==> config.mk <==
export PLATFORM = sky130hd
export DESIGN_NAME = frecip_est
export DESIGN_NICKNAME = d
export VERILOG_FILES = /design/src/rtl/frecip_pkg.sv /design/src/rtl/frecip_lut.sv /design/src/rtl/frecip_unpack.sv /design/src/rtl/frecip_pack.sv /design/src/rtl/frecip_est.sv
export SDC_FILE = /design/constraint.sdc
export NUM_CORES = 1
export LEC_CHECK = 0
export ABC_AREA = 0
export BUFFER_PORTS_ARGS = -buffer_cell sky130_fd_sc_hd__buf_2
export CAP_MARGIN = 10
export CORE_UTILIZATION = 65
export DETAILED_ROUTE_END_ITERATION = 8
export PLACE_DENSITY = 0.89
export SLEW_MARGIN = 20
export SYNTH_ARGS = -nofsm -noshare
export SYNTH_HDL_FRONTEND = slang
export SYNTH_SLANG_ARGS = --single-unit
==> constraint.sdc <==
create_clock -name clk -period 1.3 [get_ports clk]
set_clock_uncertainty 0.2 [all_clocks]
set_input_delay 0.13 -clock clk [delete_from_list [all_inputs] [get_ports clk]]
set_output_delay 0.13 -clock clk [all_outputs]
set_load 0.05 [all_outputs]
==> src/rtl/frecip_pkg.sv <==
package frecip_pkg;

    typedef enum logic [1:0] {
        RM_NEAREST = 2'b00,
        RM_UP      = 2'b01,
        RM_DOWN    = 2'b10,
        RM_ZERO    = 2'b11
    } rmode_e;

    typedef struct packed {
        logic invalid;
        logic divzero;
        logic overflow;
        logic underflow;
        logic inexact;
        logic indenorm;
    } flags_t;

    // FMT: 0 = half, 1 = single, 2 = double
    function automatic int exp_w(input int fmt);
        case (fmt)
            0:       return 5;
            1:       return 8;
            default: return 11;
        endcase
    endfunction

    function automatic int frac_w(input int fmt);
        case (fmt)
            0:       return 10;
            1:       return 23;
            default: return 52;
        endcase
    endfunction

    // Eight-bit reciprocal seed for mantissa 1.m, m = idx
    function automatic logic [7:0] est_entry(input int idx);
        int a;
        int b;
        int r;
        a = 256 + idx;
        b = 524288 / (2 * a + 1);
        r = (b + 1) / 2;
        return 8'(r);
    endfunction

endpackage

==> src/rtl/frecip_lut.sv <==
module frecip_lut
    import frecip_pkg::*;
(
    input  logic [7:0] idx_i,
    output logic [7:0] est_o
);
    localparam int DEPTH = 256;

    logic [7:0] table_w [DEPTH];

    for (genvar g = 0; g < DEPTH; g++) begin : g_entry
        assign table_w[g] = est_entry(g);
    end

    assign est_o = table_w[idx_i];

endmodule

==> src/rtl/frecip_unpack.sv <==
module frecip_unpack #(
    parameter int EW  = 8,
    parameter int FW  = 23,
    parameter int ESW = EW + 3
) (
    input  logic                  [EW+FW:0] op_i,
    input  logic                            flush_i,
    output logic                            sign_o,
    output logic                            is_nan_o,
    output logic                            is_snan_o,
    output logic                            is_inf_o,
    output logic                            is_zero_o,
    output logic                            flushed_o,
    output logic signed [ESW-1:0]           exp_o,
    output logic                  [7:0]     top8_o
);
    localparam int BIAS = (1 << (EW - 1)) - 1;
    localparam int EMIN = 1 - BIAS;
    localparam int LZW  = $clog2(FW + 1);
    localparam logic signed [ESW-1:0] BIAS_S   = ESW'(BIAS);
    localparam logic signed [ESW-1:0] DNBASE_S = ESW'(EMIN - 1);

    logic [EW-1:0]  ef;
    logic [FW-1:0]  frac;
    logic           ef_zero;
    logic           ef_ones;
    logic           frac_nz;
    logic           denorm;
    logic [LZW-1:0] lz;
    logic [LZW:0]   shamt;
    logic [FW-1:0]  norm;
    logic           found;

    assign ef      = op_i[EW+FW-1:FW];
    assign frac    = op_i[FW-1:0];
    assign ef_zero = (ef == '0);
    assign ef_ones = (ef == '1);
    assign frac_nz = (frac != '0);
    assign denorm  = ef_zero && frac_nz;

    // leading-zero count of the fraction
    always_comb begin
        lz    = '0;
        found = 1'b0;
        for (int i = FW - 1; i >= 0; i--) begin
            if (!found && frac[i]) begin
                found = 1'b1;
                lz    = LZW'(FW - 1 - i);
            end
        end
    end

    assign shamt = {1'b0, lz} + (LZW + 1)'(1);
    assign norm  = frac << shamt;

    always_comb begin
        sign_o    = op_i[EW+FW];
        is_nan_o  = ef_ones && frac_nz;
        is_snan_o = ef_ones && frac_nz && !frac[FW-1];
        is_inf_o  = ef_ones && !frac_nz;
        flushed_o = denorm && flush_i;
        is_zero_o = (ef_zero && !frac_nz) || (denorm && flush_i);
        if (denorm) begin
            exp_o  = DNBASE_S - $signed({{(ESW-LZW){1'b0}}, lz});
            top8_o = norm[FW-1 -: 8];
        end else begin
            exp_o  = $signed({{(ESW-EW){1'b0}}, ef}) - BIAS_S;
            top8_o = frac[FW-1 -: 8];
        end
    end

endmodule

==> src/rtl/frecip_pack.sv <==
module frecip_pack
    import frecip_pkg::*;
#(
    parameter int EW  = 8,
    parameter int FW  = 23,
    parameter int ESW = EW + 3
) (
    input  logic                  [EW+FW:0] op_i,
    input  logic                            sign_i,
    input  logic                            is_nan_i,
    input  logic                            is_snan_i,
    input  logic                            is_inf_i,
    input  logic                            is_zero_i,
    input  logic                            flushed_i,
    input  logic signed [ESW-1:0]           exp_i,
    input  logic                  [7:0]     est_i,
    input  logic                  [1:0]     rmode_i,
    input  logic                            flush_i,
    input  logic                            dnan_i,
    output logic                  [EW+FW:0] res_o,
    output flags_t                          flags_o
);
    localparam int BIAS = (1 << (EW - 1)) - 1;
    localparam int EMIN = 1 - BIAS;
    localparam logic signed [ESW-1:0] OVF_LIM_S = ESW'(EMIN - 2);
    localparam logic signed [ESW-1:0] FTZ_LIM_S = ESW'(-EMIN);
    localparam logic signed [ESW-1:0] SUB1_S    = ESW'(EMIN - 1);
    localparam logic signed [ESW-1:0] SUB2_S    = ESW'(EMIN - 2);
    localparam logic signed [ESW-1:0] BIAS_S    = ESW'(BIAS);

    rmode_e                  rm;
    logic                    to_inf;
    logic signed [ESW-1:0]   res_exp;
    logic signed [ESW-1:0]   biased;
    logic        [FW:0]      ext;
    logic        [FW:0]      ext_sh1;
    logic        [FW:0]      ext_sh2;

    assign rm      = rmode_e'(rmode_i);
    assign res_exp = ~exp_i;               // -(E + 1)
    assign biased  = res_exp + BIAS_S;
    assign ext     = {1'b1, est_i, {(FW-8){1'b0}}};
    assign ext_sh1 = ext >> 1;
    assign ext_sh2 = ext >> 2;

    always_comb begin
        case (rm)
            RM_NEAREST: to_inf = 1'b1;
            RM_UP:      to_inf = !sign_i;
            RM_DOWN:    to_inf = sign_i;
            default:    to_inf = 1'b0;
        endcase
    end

    always_comb begin
        res_o   = '0;
        flags_o = '0;
        if (is_nan_i) begin
            flags_o.invalid = is_snan_i;
            if (dnan_i) begin
                res_o = {1'b0, {EW{1'b1}}, 1'b1, {(FW-1){1'b0}}};
            end else begin
                res_o        = op_i;
                res_o[FW-1]  = 1'b1;
            end
        end else if (is_inf_i) begin
            res_o = {sign_i, {(EW+FW){1'b0}}};
        end else if (is_zero_i) begin
            res_o            = {sign_i, {EW{1'b1}}, {FW{1'b0}}};
            flags_o.divzero  = 1'b1;
            flags_o.indenorm = flushed_i;
        end else if (exp_i < OVF_LIM_S) begin
            flags_o.overflow = 1'b1;
            flags_o.inexact  = 1'b1;
            if (to_inf) begin
                res_o = {sign_i, {EW{1'b1}}, {FW{1'b0}}};
            end else begin
                res_o = {sign_i, {(EW-1){1'b1}}, 1'b0, {FW{1'b1}}};
            end
        end else if (flush_i && (exp_i >= FTZ_LIM_S)) begin
            flags_o.underflow = 1'b1;
            res_o = {sign_i, {(EW+FW){1'b0}}};
        end else if (res_exp == SUB1_S) begin
            res_o = {sign_i, {EW{1'b0}}, ext_sh1[FW-1:0]};
        end else if (res_exp == SUB2_S) begin
            res_o = {sign_i, {EW{1'b0}}, ext_sh2[FW-1:0]};
        end else begin
            res_o = {sign_i, biased[EW-1:0], ext[FW-1:0]};
        end
    end

endmodule

==> src/rtl/frecip_est.sv <==
module frecip_est
    import frecip_pkg::*;
#(
    parameter int FMT     = 1,
    parameter bit OUT_REG = 1'b1,
    localparam int EW     = exp_w(FMT),
    localparam int FW     = frac_w(FMT),
    localparam int W      = 1 + EW + FW
) (
    input  logic         clk,
    input  logic         rst_n,
    input  logic [W-1:0] op_i,
    input  logic [1:0]   rmode_i,
    input  logic         flush_i,
    input  logic         flush_half_i,
    input  logic         dnan_i,
    output logic [W-1:0] res_o,
    output logic         invalid_o,
    output logic         divzero_o,
    output logic         overflow_o,
    output logic         underflow_o,
    output logic         inexact_o,
    output logic         indenorm_o
);
    localparam int ESW     = EW + 3;
    localparam bit IS_HALF = (FMT == 0);

    typedef struct packed {
        logic [W-1:0] res;
        flags_t       flags;
    } out_t;

    out_t                  out_d;
    out_t                  out_q;
    logic                  flush_eff;
    logic                  sign_w;
    logic                  nan_w;
    logic                  snan_w;
    logic                  inf_w;
    logic                  zero_w;
    logic                  flushed_w;
    logic signed [ESW-1:0] exp_w_s;
    logic        [7:0]     top8_w;
    logic        [7:0]     est_w;
    logic        [W-1:0]   res_w;
    flags_t                flags_w;

    if (IS_HALF) begin : g_half_flush
        assign flush_eff = flush_half_i;
    end else begin : g_wide_flush
        assign flush_eff = flush_i;
    end

    frecip_unpack #(.EW(EW), .FW(FW), .ESW(ESW)) u_unpack (
        .op_i      (op_i),
        .flush_i   (flush_eff),
        .sign_o    (sign_w),
        .is_nan_o  (nan_w),
        .is_snan_o (snan_w),
        .is_inf_o  (inf_w),
        .is_zero_o (zero_w),
        .flushed_o (flushed_w),
        .exp_o     (exp_w_s),
        .top8_o    (top8_w)
    );

    frecip_lut u_lut (
        .idx_i (top8_w),
        .est_o (est_w)
    );

    frecip_pack #(.EW(EW), .FW(FW), .ESW(ESW)) u_pack (
        .op_i      (op_i),
        .sign_i    (sign_w),
        .is_nan_i  (nan_w),
        .is_snan_i (snan_w),
        .is_inf_i  (inf_w),
        .is_zero_i (zero_w),
        .flushed_i (flushed_w),
        .exp_i     (exp_w_s),
        .est_i     (est_w),
        .rmode_i   (rmode_i),
        .flush_i   (flush_eff),
        .dnan_i    (dnan_i),
        .res_o     (res_w),
        .flags_o   (flags_w)
    );

    always_comb begin
        out_d.res   = res_w;
        out_d.flags = flags_w;
    end

    if (OUT_REG) begin : g_reg
        always_ff @(posedge clk or negedge rst_n) begin
            if (!rst_n) out_q <= '0;
            else        out_q <= out_d;
        end
    end else begin : g_comb
        assign out_q = out_d;
    end

    assign res_o       = out_q.res;
    assign invalid_o   = out_q.flags.invalid;
    assign divzero_o   = out_q.flags.divzero;
    assign overflow_o  = out_q.flags.overflow;
    assign underflow_o = out_q.flags.underflow;
    assign inexact_o   = out_q.flags.inexact;
    assign indenorm_o  = out_q.flags.indenorm;

    // ---------------- assertions ----------------
    p_nan_result_r1: assert property (@(posedge clk) disable iff (!rst_n)
        nan_w |-> (out_d.res[W-2 -: EW] == '1) && out_d.res[FW-1]);

    p_inf_zero_r2: assert property (@(posedge clk) disable iff (!rst_n)
        inf_w |-> (out_d.res[W-2:0] == '0) && (out_d.flags == '0));

    p_zero_divz_r3: assert property (@(posedge clk) disable iff (!rst_n)
        zero_w |-> out_d.flags.divzero && (out_d.res[W-2 -: EW] == '1));

    p_ovf_inexact_r5: assert property (@(posedge clk) disable iff (!rst_n)
        out_d.flags.overflow |-> out_d.flags.inexact && !out_d.flags.underflow);

    p_ftz_zero_r6: assert property (@(posedge clk) disable iff (!rst_n)
        out_d.flags.underflow |-> (out_d.res[W-2:0] == '0) && flush_eff);

    p_flush_denorm_r9: assert property (@(posedge clk) disable iff (!rst_n)
        out_d.flags.indenorm |-> out_d.flags.divzero && zero_w);

    p_sign_keep_r4: assert property (@(posedge clk) disable iff (!rst_n)
        !nan_w |-> (out_d.res[W-1] == op_i[W-1]));

endmodule

==> qor.csv, run 1 <==
metric;value;unit
Synth cell types;95;
sequential fraction of the synthesis area;16.29;%
Final HPWL DP;29.75;mm
Syn Nets;850;
status;stopped before the end;
Commonest cells post-synth;nor2_1 (86), nand2_1 (74), a21oi_1 (53), o21ai_0 (53), clkbuf_1 (41);
Stopped at;3_5_place_dp;
DIE HEIGHT;95.51;um
First Error;[ERROR DPL-0033] detailed placement checks failed during check placement.;
Final Wtd Congestion;1.267;
top-area cell type share of the netlist area;16.29;%
number of synthesized register bits;37;
Chip Width;95.51;um
count leader, synth;nor2_1;
mean post-synth cell area;7.148;um2
Synth Warn #;0;
area leader, netlist;dfrtp_1;
top_reg_cell synth;dfrtp_1;
Post-synth EDFFs;0;
IO Pins;77;
synthesized area;0.005683;mm2
Cells after Synth;795;
Initial Util;68.14;%
synth top area cells;dfrtp_1 (16%), nor2_1 (5.7%), nand2_1 (4.9%);
# rows;33;
# port buffers;75;
ys async rst share;100.0;%
-- stage by stage --
stage | TNS, ns | hold WS [ns]
global placement | -92.08 | -0.1026
floorplan | -87.71 | -0.3656
-- kinds of logic after synthesis --
kind of cell	after synthesis	share of synthesized area (%)
XOR/XNOR	13	2.004
AND/OR/NAND/NOR	305	26.49
flip-flops	37	16.29
adder cells (fa/ha/maj)	16	3.523
AO/OA/AOI/OAI	296	36.68
multiplexers	31	6.671
buffers and inverters	97	8.344
==> run 2, diff against run 1 <==
--- a/config.mk
+++ b/config.mk
@@ -8,9 +8,9 @@
 export ABC_AREA = 0
 export BUFFER_PORTS_ARGS = -buffer_cell sky130_fd_sc_hd__buf_2
 export CAP_MARGIN = 10
-export CORE_UTILIZATION = 65
+export CORE_UTILIZATION = 40
 export DETAILED_ROUTE_END_ITERATION = 8
-export PLACE_DENSITY = 0.89
+export PLACE_DENSITY_LB_ADDON = 0.15
 export SLEW_MARGIN = 20
 export SYNTH_ARGS = -nofsm -noshare
 export SYNTH_HDL_FRONTEND = slang
==> run 2 against run 1 <==
  * The flow now finishes, with violations (negative setup slack)
  * Synthesized area unchanged
  * Synthesized cell count unchanged
==> qor.csv, run 2 <==
metric;value;unit
Chip Width;121.2;um
Rel. slew slack;54.03;%
Syn Nets;850;
DRC errors left;0;
cells along the critical path;buf_6 -> or4_4 -> or3_4 -> or3_4 -> o31ai_4 -> inv_2 -> ha_4 -> buf_12 -> mux2i_1 -> mux2_4 -> mux4_2 -> o21ai_4 -> buf_12 -> ha_4 -> buf_6 -> o21ai_2 -> a2111oi_4 -> nor4_1 -> a32o_2 -> a21o_1 -> o31ai_2;
clock slew at reported path FFs;0.06;ns
die area;0.01469;mm2
mean post-synth cell area;7.148;um2
RSZ-0062 raised after global routing;yes;
PwrDens;698.4;mW/mm2
Synth cell types;95;
first-pass GRT wire length;44.05;mm
slowest cell on the critical path;or4_4;
routed vias/inst;6.268;
fraction of layout cells with a size suffix above 1;53.57;%
GRT overflow;0;
delay-heaviest family, CP;simple AND/OR/NAND/NOR gates;
DRT iter0 DRCs;1038;
Area growth syn-to-layout;75.41;%
Initial Util;40.94;%
Final HPWL DP;21.58;mm
Antenna Nets Post-Route;0;
Routed WL;28.81;mm
Static Leakage;4.554;nW
pin count of the biggest net entering global routing;38;
Final Critical Period;4.904;ns
Cells after Synth;795;
count leader, synth;nor2_1;
setup slack after layout;-3.604;ns
critical path's largest stage delay;0.53;ns
Commonest cells post-synth;nor2_1 (86), nand2_1 (74), a21oi_1 (53), o21ai_0 (53), clkbuf_1 (41);
Hold Violations, Final;0;
clock buffer depth;2;
# rows;43;
ys async rst share;100.0;%
PnR Total Power;6.962;mW
IO Pins;77;
Max Cap Violations;0;
critical path class;input pin to register;
vias;8418;
# port buffers;75;
diode count;0;
design area;0.009968;mm2
Min-Delay Path Class;input pin to register;
Worst Path Buf+Inv;5;
Final Wtd Congestion;1.015;
Period Utilization, post-route;377.2;%
nets;1217;
vias in the first global route;8209;
Post-synth EDFFs;0;
clk root buf;clkbuf_16;
core area;0.01388;mm2
H-tree levels;2;
top_reg_cell synth;dfrtp_1;
number of synthesized register bits;37;
worst-margin pin slew;0.6823;ns
drt first pass iters;7;
most frequent cells in the layout;buf_4 (323), nor2_1 (71), buf_2 (68);
Post-DP Area;0.008597;mm2
Num CTS Buffers;5;
max-slew violations;0;
failing checks;negative setup slack;
synthesized area;0.005683;mm2
GR Util All Layers;38.76;%
Critical Path RT;1.30;ns
Critical Path Source Type;input pin;
commonest non-fill, non-tap cell in the layout;buf_4;
sequential fraction of the synthesis area;16.29;%
CP max FO;6;
synth top area cells;dfrtp_1 (16%), nor2_1 (5.7%), nand2_1 (4.9%);
CTS tree;built;
peak supply drop;0.4583;mV
status;finished, violations left;
Crit. End Element;register;
Synth Warn #;0;
setup TNS;-79.37;ns
WL/cell;21.45;um
Clock Sinks;37;
max reg flops;32;
area leader, netlist;dfrtp_1;
arrival time at the worst endpoint;4.90;ns
FMAX;203.9;MHz
top-area cell type share of the netlist area;16.29;%
DIE HEIGHT;121.2;um
initial antenna violation count;1;
final setup violation count;37;
-- run 2: cell counts after synthesis --
No cell type changed its count.
-- run 2: final timing paths --
kind / depth (start not counted) / startpoint / slack [ns] / to
worst max-delay path: 21 / op_i[21] / -3.60 / res_o[15]$_DFF_PN0_
min in group asynchronous: 3 / rst_n / 0.21 / res_o[12]$_DFF_PN0_
max in group asynchronous: 3 / rst_n / 0.36 / res_o[22]$_DFF_PN0_
worst min-delay path: 4 / dnan_i / 0.02 / res_o[23]$_DFF_PN0_
-- run 2: per-stage QoR --
stage          utilization (%)  worst slack [ns]  hold slack [ns]  cells
2_1_floorplan                -            -4.122          -0.3656    795
3_3_place_gp             61.93            -4.193         -0.01835   1290
3_5_place_dp             61.93            -4.132        -0.005193   1290
4_1_cts                  68.80            -3.477          0.01200   1332
5_1_grt                  71.81            -3.718          0.03180   1343
6_report                 71.81            -3.604          0.02459   1343
-- run 2: kinds of logic after synthesis --
kind of cell               Yosys count  synth area share, %
DFF                                 37                16.29
buffers and inverters               97                8.344
adders and majority gates           16                3.523
muxes                               31                6.671
and+or+nand+nor                    305                26.49
xor gates and xnor gates            13                2.004
AOI/OAI and AO/OA                  296                36.68
-- run 2: metal layers --
metal  part of all wire (%)  GRT usage [%]  vias up
met3                     11          7.754      111
met4                    4.0          16.05        2
met1                     40          50.61     4008
li1                       -              -     3755
met2                     45          62.00      542
met5                  0.038              0        -
-- run 2: cell type report --
class | instances | area (um2)
Fill cell | 1035 | 3913
Sequential cell | 37 | 925.9
Clock buffer | 5 | 125.1
Timing Repair Buffer | 431 | 3286
Inverter | 26 | 130.1
Multi-Input combinational cell | 661 | 5207
Tap cell | 180 | 225.2
Clock inverter | 3 | 68.82
-- run 2: repair_timing --
item	in CTS	in global routing
hold buffers	3	0
gates resized for setup	116	86
cloned	1	0
endpoints found under the hold margin	39	0
setup buffers	30	12
pin swaps	60	31
endpoints found under the setup margin	37	37
-- run 2: power breakdown --
group	internal, mW	total (mW)	switching, mW
sequential	1.25	1.28	0.0296
clock	1.11	1.62	0.512
combinational	1.76	4.06	2.30
Power figures use the tool's default switching activity.
==> run 3, diff against run 2 <==
--- a/config.mk
+++ b/config.mk
@@ -8,9 +8,11 @@
 export ABC_AREA = 0
 export BUFFER_PORTS_ARGS = -buffer_cell sky130_fd_sc_hd__buf_2
 export CAP_MARGIN = 10
+export CORE_ASPECT_RATIO = 1.2
 export CORE_UTILIZATION = 40
 export DETAILED_ROUTE_END_ITERATION = 8
 export PLACE_DENSITY_LB_ADDON = 0.15
+export REMOVE_ABC_BUFFERS = 1
 export SLEW_MARGIN = 20
 export SYNTH_ARGS = -nofsm -noshare
 export SYNTH_HDL_FRONTEND = slang
==> run 3 against run 2 <==
  * Critical endpoint is now res_o[14]$_DFF_PN0_
  * Core utilization grew 6.3 points
  * Total power grew 4.6%
  * The run still ends with negative setup slack left
  * Largest power group unchanged
  * Critical path type unchanged
  * Non-clock buffer count grew 29
  * Sequential cell count is the same
  * Critical path depth grew 4
  * Highest routed layer is now met4
  * Count of clock-buffer cells in the layout grew 2
  * Hold slack gained 0.0064 ns
==> qor.csv, run 3 (synthesis results as in run 2) <==
metric;value;unit
status;finished, violations left;
failing checks;negative setup slack;
Max Cap Violations;0;
Critical Path RT;1.32;ns
Cell Int Power;4.212;mW
DRT iter0 DRCs;1127;
drt first pass iters;6;
Crit. End Element;register;
IO Pins;77;
clock buffer depth;2;
max-slew violations;0;
final setup violation count;37;
most frequent cells in the layout;buf_4 (309), nor2_1 (73), buf_2 (69);
Reg power frac;17.6;%
first-pass GRT wire length;46.24;mm
met1 Track Usage GR;47.89;%
combinational power share;62.6;%
routed vias/inst;6.693;
pin count of the biggest net entering global routing;38;
fraction of layout cells with a size suffix above 1;56.29;%
Hold Violations, Final;0;
Period Utilization, post-route;387.3;%
initial antenna violation count;0;
Initial Util;41.12;%
GRT met2 Usage;65.08;%
vias;9122;
most used routing layer;met2;
net switching power;3.070;mW
Chip Width;110.8;um
CP Launch Point;op_i[20];
Static Leakage;4.875;nW
Final HPWL DP;21.79;mm
# port buffers;75;
Final Wtd Congestion;1.077;
nets;1246;
CP max FO;4;
commonest non-fill, non-tap cell in the layout;buf_4;
DRC errors left;0;
RSZ-0062 raised after global routing;yes;
die area;0.01469;mm2
critical path's largest stage delay;0.53;ns
Final Critical Period;5.035;ns
DIE HEIGHT;132.6;um
vias in the first global route;8731;
# rows;47;
Critical Path Source Type;input pin;
Util after Layout;78.10;%
hold_sp;flush_i;
final cell count without fillers;1363;
FMAX;198.6;MHz
Area growth syn-to-layout;89.92;%
GR Util All Layers;39.64;%
worst-margin pin slew;0.6752;ns
Filler cells;865;
Antenna Nets Post-Route;0;
Clock Sinks;37;
core area;0.01382;mm2
H-tree levels;2;
DP Cell Count;1280;
max reg flops;32;
arrival time at the worst endpoint;5.06;ns
pre-CTS setup slack;-4.565;ns
Hold Path Stages;3;
setup slack after layout;-3.735;ns
sw frac;42.16;%
Routed WL;33.43;mm
Min-Delay Path Class;input pin to register;
met3 GRT Util;7.971;%
diode count;0;
Num CTS Buffers;5;
clock network fraction of total power;19.8;%
clock slew at reported path FFs;0.06;ns
GRT overflow;0;
peak supply drop;1.213;mV
slowest cell on the critical path;or4_4;
WL/cell;24.53;um
critical path class;input pin to register;
PwrDens;674.7;mW/mm2
CTS tree;built;
clk root buf;clkbuf_16;
Rel. slew slack;54.82;%
## run 3: cell types whose count changed in the layout (fill, tap and decap cells not counted), sizes merged
cell,before,now
bufinv,2,1
clkbuf,5,11
clkinvlp,0,1
clkinv,1,0
inv,26,25
buf,428,453
## run 3: critical path: cells and delay by family
| kind | cells | cell delay (ns) |
|---|---|---|
| AND/OR/NAND/NOR | 8 | 1.88 |
| AO/OA/AOI/OAI | 8 | 1.80 |
| buffers and inverters | 8 | 1.03 |
| adder cells (fa/ha/maj) | 1 | 0.19 |
## run 3: metrics by stage
step | TNS [ns] | hold WS (ns) | power [mW] | cell area, um2
floorplan | -100.80 | -0.3656 | 3.000 | 5308
global placement | -100.80 | -0.09936 | 4.674 | 8349
detailed placement | -102.10 | -0.09593 | 4.684 | 8349
CTS | -76.15 | 0.01283 | 6.626 | 9698
global route | -85.21 | 0.04180 | 7.491 | 10790
finish | -82.73 | 0.03101 | 7.281 | 10790
## run 3: repair_timing
item | in CTS | in global routing
hold buffers | 2 | 1
hold endpoints to repair | 38 | 1
buffers inserted | 30 | 43
cloned | 1 | 3
setup endpoints to repair | 37 | 37
pin swaps | 68 | 82
resized for setup | 187 | 163
## run 3: area by class of cell
type                            count  area (um2)  share of cell area [%]
Timing Repair Buffer              460        3825                   35.44
Sequential cell                    37       925.9                   8.579
Tap cell                          171       214.0                   1.982
Inverter                           26       127.6                   1.182
Multi-Input combinational cell    661        5528                   51.22
Clock buffer                        7       142.6                   1.322
Clock inverter                      1       30.03                  0.2782
## run 3: path summary, 6_finish.rpt
| path | end | slack [ns] |
|---|---|---|
| min | indenorm_o$_DFF_PN0_ | 0.03 |
| max | res_o[14]$_DFF_PN0_ | -3.74 |
| max in group asynchronous | res_o[26]$_DFF_PN0_ | 0.58 |
| min in group asynchronous | res_o[6]$_DFF_PN0_ | 0.13 |
## run 3: routing by layer
metal,up-vias,part of all wire (%)
li1,3807,-
met1,4267,36
met2,801,46
met3,247,11
met4,0,7.4
met5,-,0
## run 3: power groups by stage
stage | registers [mW] | clock network (mW) | logic [mW]
2_1_floorplan | 1.68 | 0 | 1.32
5_1_grt | 1.29 | 1.50 | 4.70
6_report | 1.28 | 1.44 | 4.55
4_1_cts | 1.28 | 1.44 | 3.90
3_3_place_gp | 1.30 | 0 | 3.38
3_5_place_dp | 1.30 | 0 | 3.38
==> run 4, diff against run 3 <==
--- a/config.mk
+++ b/config.mk
@@ -10,6 +10,7 @@
 export CAP_MARGIN = 10
 export CORE_ASPECT_RATIO = 1.2
 export CORE_UTILIZATION = 40
+export CTS_BUF_LIST = sky130_fd_sc_hd__clkbuf_4
 export DETAILED_ROUTE_END_ITERATION = 8
 export PLACE_DENSITY_LB_ADDON = 0.15
 export REMOVE_ABC_BUFFERS = 1
==> run 4 against run 3 <==
  * The flow finishes with violations (negative hold slack, negative setup slack)
  * Critical path depth shrank 3
  * Hold slack worse by 0.068 ns
  * Core utilization shrank 1.8 points
  * Routed wire length increased by 0.60%
  * Non-clock buffer count decreased by 5
  * Final area fell by 2.3%
  * Largest cell class unchanged
==> qor.csv, run 4 (synthesis results as in run 2) <==
metric;value;unit
Filler cells;919;
Static Leakage;4.772;nW
RSZ-0062 raised after global routing;yes;
vias in the first global route;8805;
WL/cell;24.71;um
Min-Delay Path Class;input pin to register;
failing checks;negative hold slack, negative setup slack;
Chip Width;110.8;um
max-slew violations;0;
Critical Path RT;1.39;ns
DRT iter0 DRCs;1151;
multi-input logic area;0.005389;mm2
max reg flops;32;
Clock Sinks;37;
Area growth syn-to-layout;85.51;%
peak supply drop;1.126;mV
combinational power share;67.9;%
PwrDens;631.2;mW/mm2
Initial Util;41.12;%
# rows;47;
Final Critical Period;4.975;ns
setup TNS;-79.47;ns
DP Cell Count;1280;
DRC errors left;0;
clock buffer depth;2;
initial antenna violation count;1;
arrival time at the worst endpoint;5.06;ns
pin count of the biggest net entering global routing;38;
Antenna Nets Post-Route;0;
routed vias/inst;6.722;
Final HPWL DP;21.79;mm
Max Cap Violations;0;
# port buffers;75;
FF+latch area;925.9;um2
clk root buf;clkbuf_4;
final setup violation count;39;
clock network fraction of total power;12.7;%
H-tree levels;2;
worst-margin pin slew;0.7444;ns
drt first pass iters;6;
Reg power frac;19.4;%
hold_buf cts;17;
fraction of layout cells with a size suffix above 1;53.45;%
PnR Total Power;6.654;mW
net switching power;2.967;mW
IO Pins;77;
commonest non-fill, non-tap cell in the layout;buf_4;
sw frac;44.60;%
core area;0.01382;mm2
Period Utilization, post-route;382.7;%
CTS tree;built;
GRT overflow;0;
vias;9148;
DIE HEIGHT;132.6;um
Num CTS Buffers;5;
Cell Int Power;3.686;mW
status;finished, violations left;
clock slew at reported path FFs;0.12;ns
critical path class;input pin to register;
Routed WL;33.63;mm
CP max FO;11;
Hold Violations, Final;1;
GR Util All Layers;39.89;%
Post-DP Area;0.008349;mm2
most frequent cells in the layout;buf_4 (317), nor2_1 (73), nand2_1 (66);
FMAX;201.0;MHz
first-pass GRT wire length;46.66;mm
Critical Path Source Type;input pin;
die area;0.01469;mm2
Final Wtd Congestion;1.077;
Rel. slew slack;50.10;%
design area;0.01054;mm2
Crit. End Element;register;
final cell count without fillers;1361;
nets;1242;
setup slack after layout;-3.675;ns
hold_ws;-0.03718;ns
run 4: cell count changes in the layout (fill, tap and decap cells not counted), sizes merged:
cell	previous run	this run
clkbuf	11	18
diode	0	2
clkinv	0	1
dlygate4sd3	3	17
and2	10	11
buf	453	426
run 4: repair_timing:
action                     4_1_cts  5_1_grt
gates resized for setup        177      172
buffers inserted                30       24
hold endpoints to repair        52        2
cloned                           2        1
pin swaps                       43       80
setup endpoints to repair       57       60
run 4: final cells by class:
cell class | count | area share (%)
repair buffers | 455 | 36.15
multi-input cells | 662 | 51.12
clock buffers | 6 | 0.4272
diodes | 2 | 0.04747
clock inverters | 2 | 0.3204
flip-flops and latches | 37 | 8.782
well taps | 171 | 2.029
inverters | 26 | 1.127
run 4: worst max-delay path, cell delays in order:
cell,delay (ns)
buf_6,0.09
or4_4,0.52
or3_4,0.41
or3_4,0.41
o31ai_4,0.07
inv_2,0.08
ha_4,0.31
buf_12,0.11
buf_12,0.13
clkinvlp_4,0.20
buf_4,0.20
o221a_1,0.14
o311ai_2,0.34
and2_2,0.30
buf_4,0.19
buf_4,0.17
o21ai_0,0.12
a32oi_1,0.30
nand4_1,0.16
a32oi_2,0.27
o22ai_2,0.11
o31ai_2,0.28
run 4: power by group through the flow:
| stage | logic (mW) | clock network, mW | registers [mW] |
|---|---|---|---|
| 2_1_floorplan | 1.32 | 0 | 1.68 |
| 3_3_place_gp | 3.38 | 0 | 1.30 |
| 3_5_place_dp | 3.38 | 0 | 1.30 |
| 4_1_cts | 3.92 | 0.834 | 1.29 |
| 5_1_grt | 4.66 | 0.886 | 1.30 |
| 6_report | 4.52 | 0.842 | 1.29 |
run 4: worst paths after layout:
kind                       cells after the start             endpoint  slack, ns  startpoint
worst max-delay path                          22  res_o[16]$_DFF_PN0_      -3.68    op_i[20]
max in group asynchronous                      3   res_o[0]$_DFF_PN0_       0.68       rst_n
worst min-delay path                           4  divzero_o$_DFF_PN0_      -0.04     flush_i
min in group asynchronous                      3  divzero_o$_DFF_PN0_       0.04       rst_n
run 4: per-stage QoR:
stage	utilization, %	worst slack, ns
2_1_floorplan	-	-5.231
3_3_place_gp	60.42	-4.482
3_5_place_dp	60.42	-4.565
4_1_cts	69.85	-3.470
5_1_grt	76.27	-3.756
6_report	76.29	-3.675
run 4: metal layers:
| metal | vias up | share of wire, % | GRT usage, % |
|---|---|---|---|
| li1 | 3801 | - | - |
| met1 | 4275 | 35 | 48.74 |
| met2 | 814 | 45 | 65.63 |
| met3 | 258 | 12 | 7.696 |
| met4 | 0 | 7.6 | 22.37 |
| met5 | - | 0 | 0 |
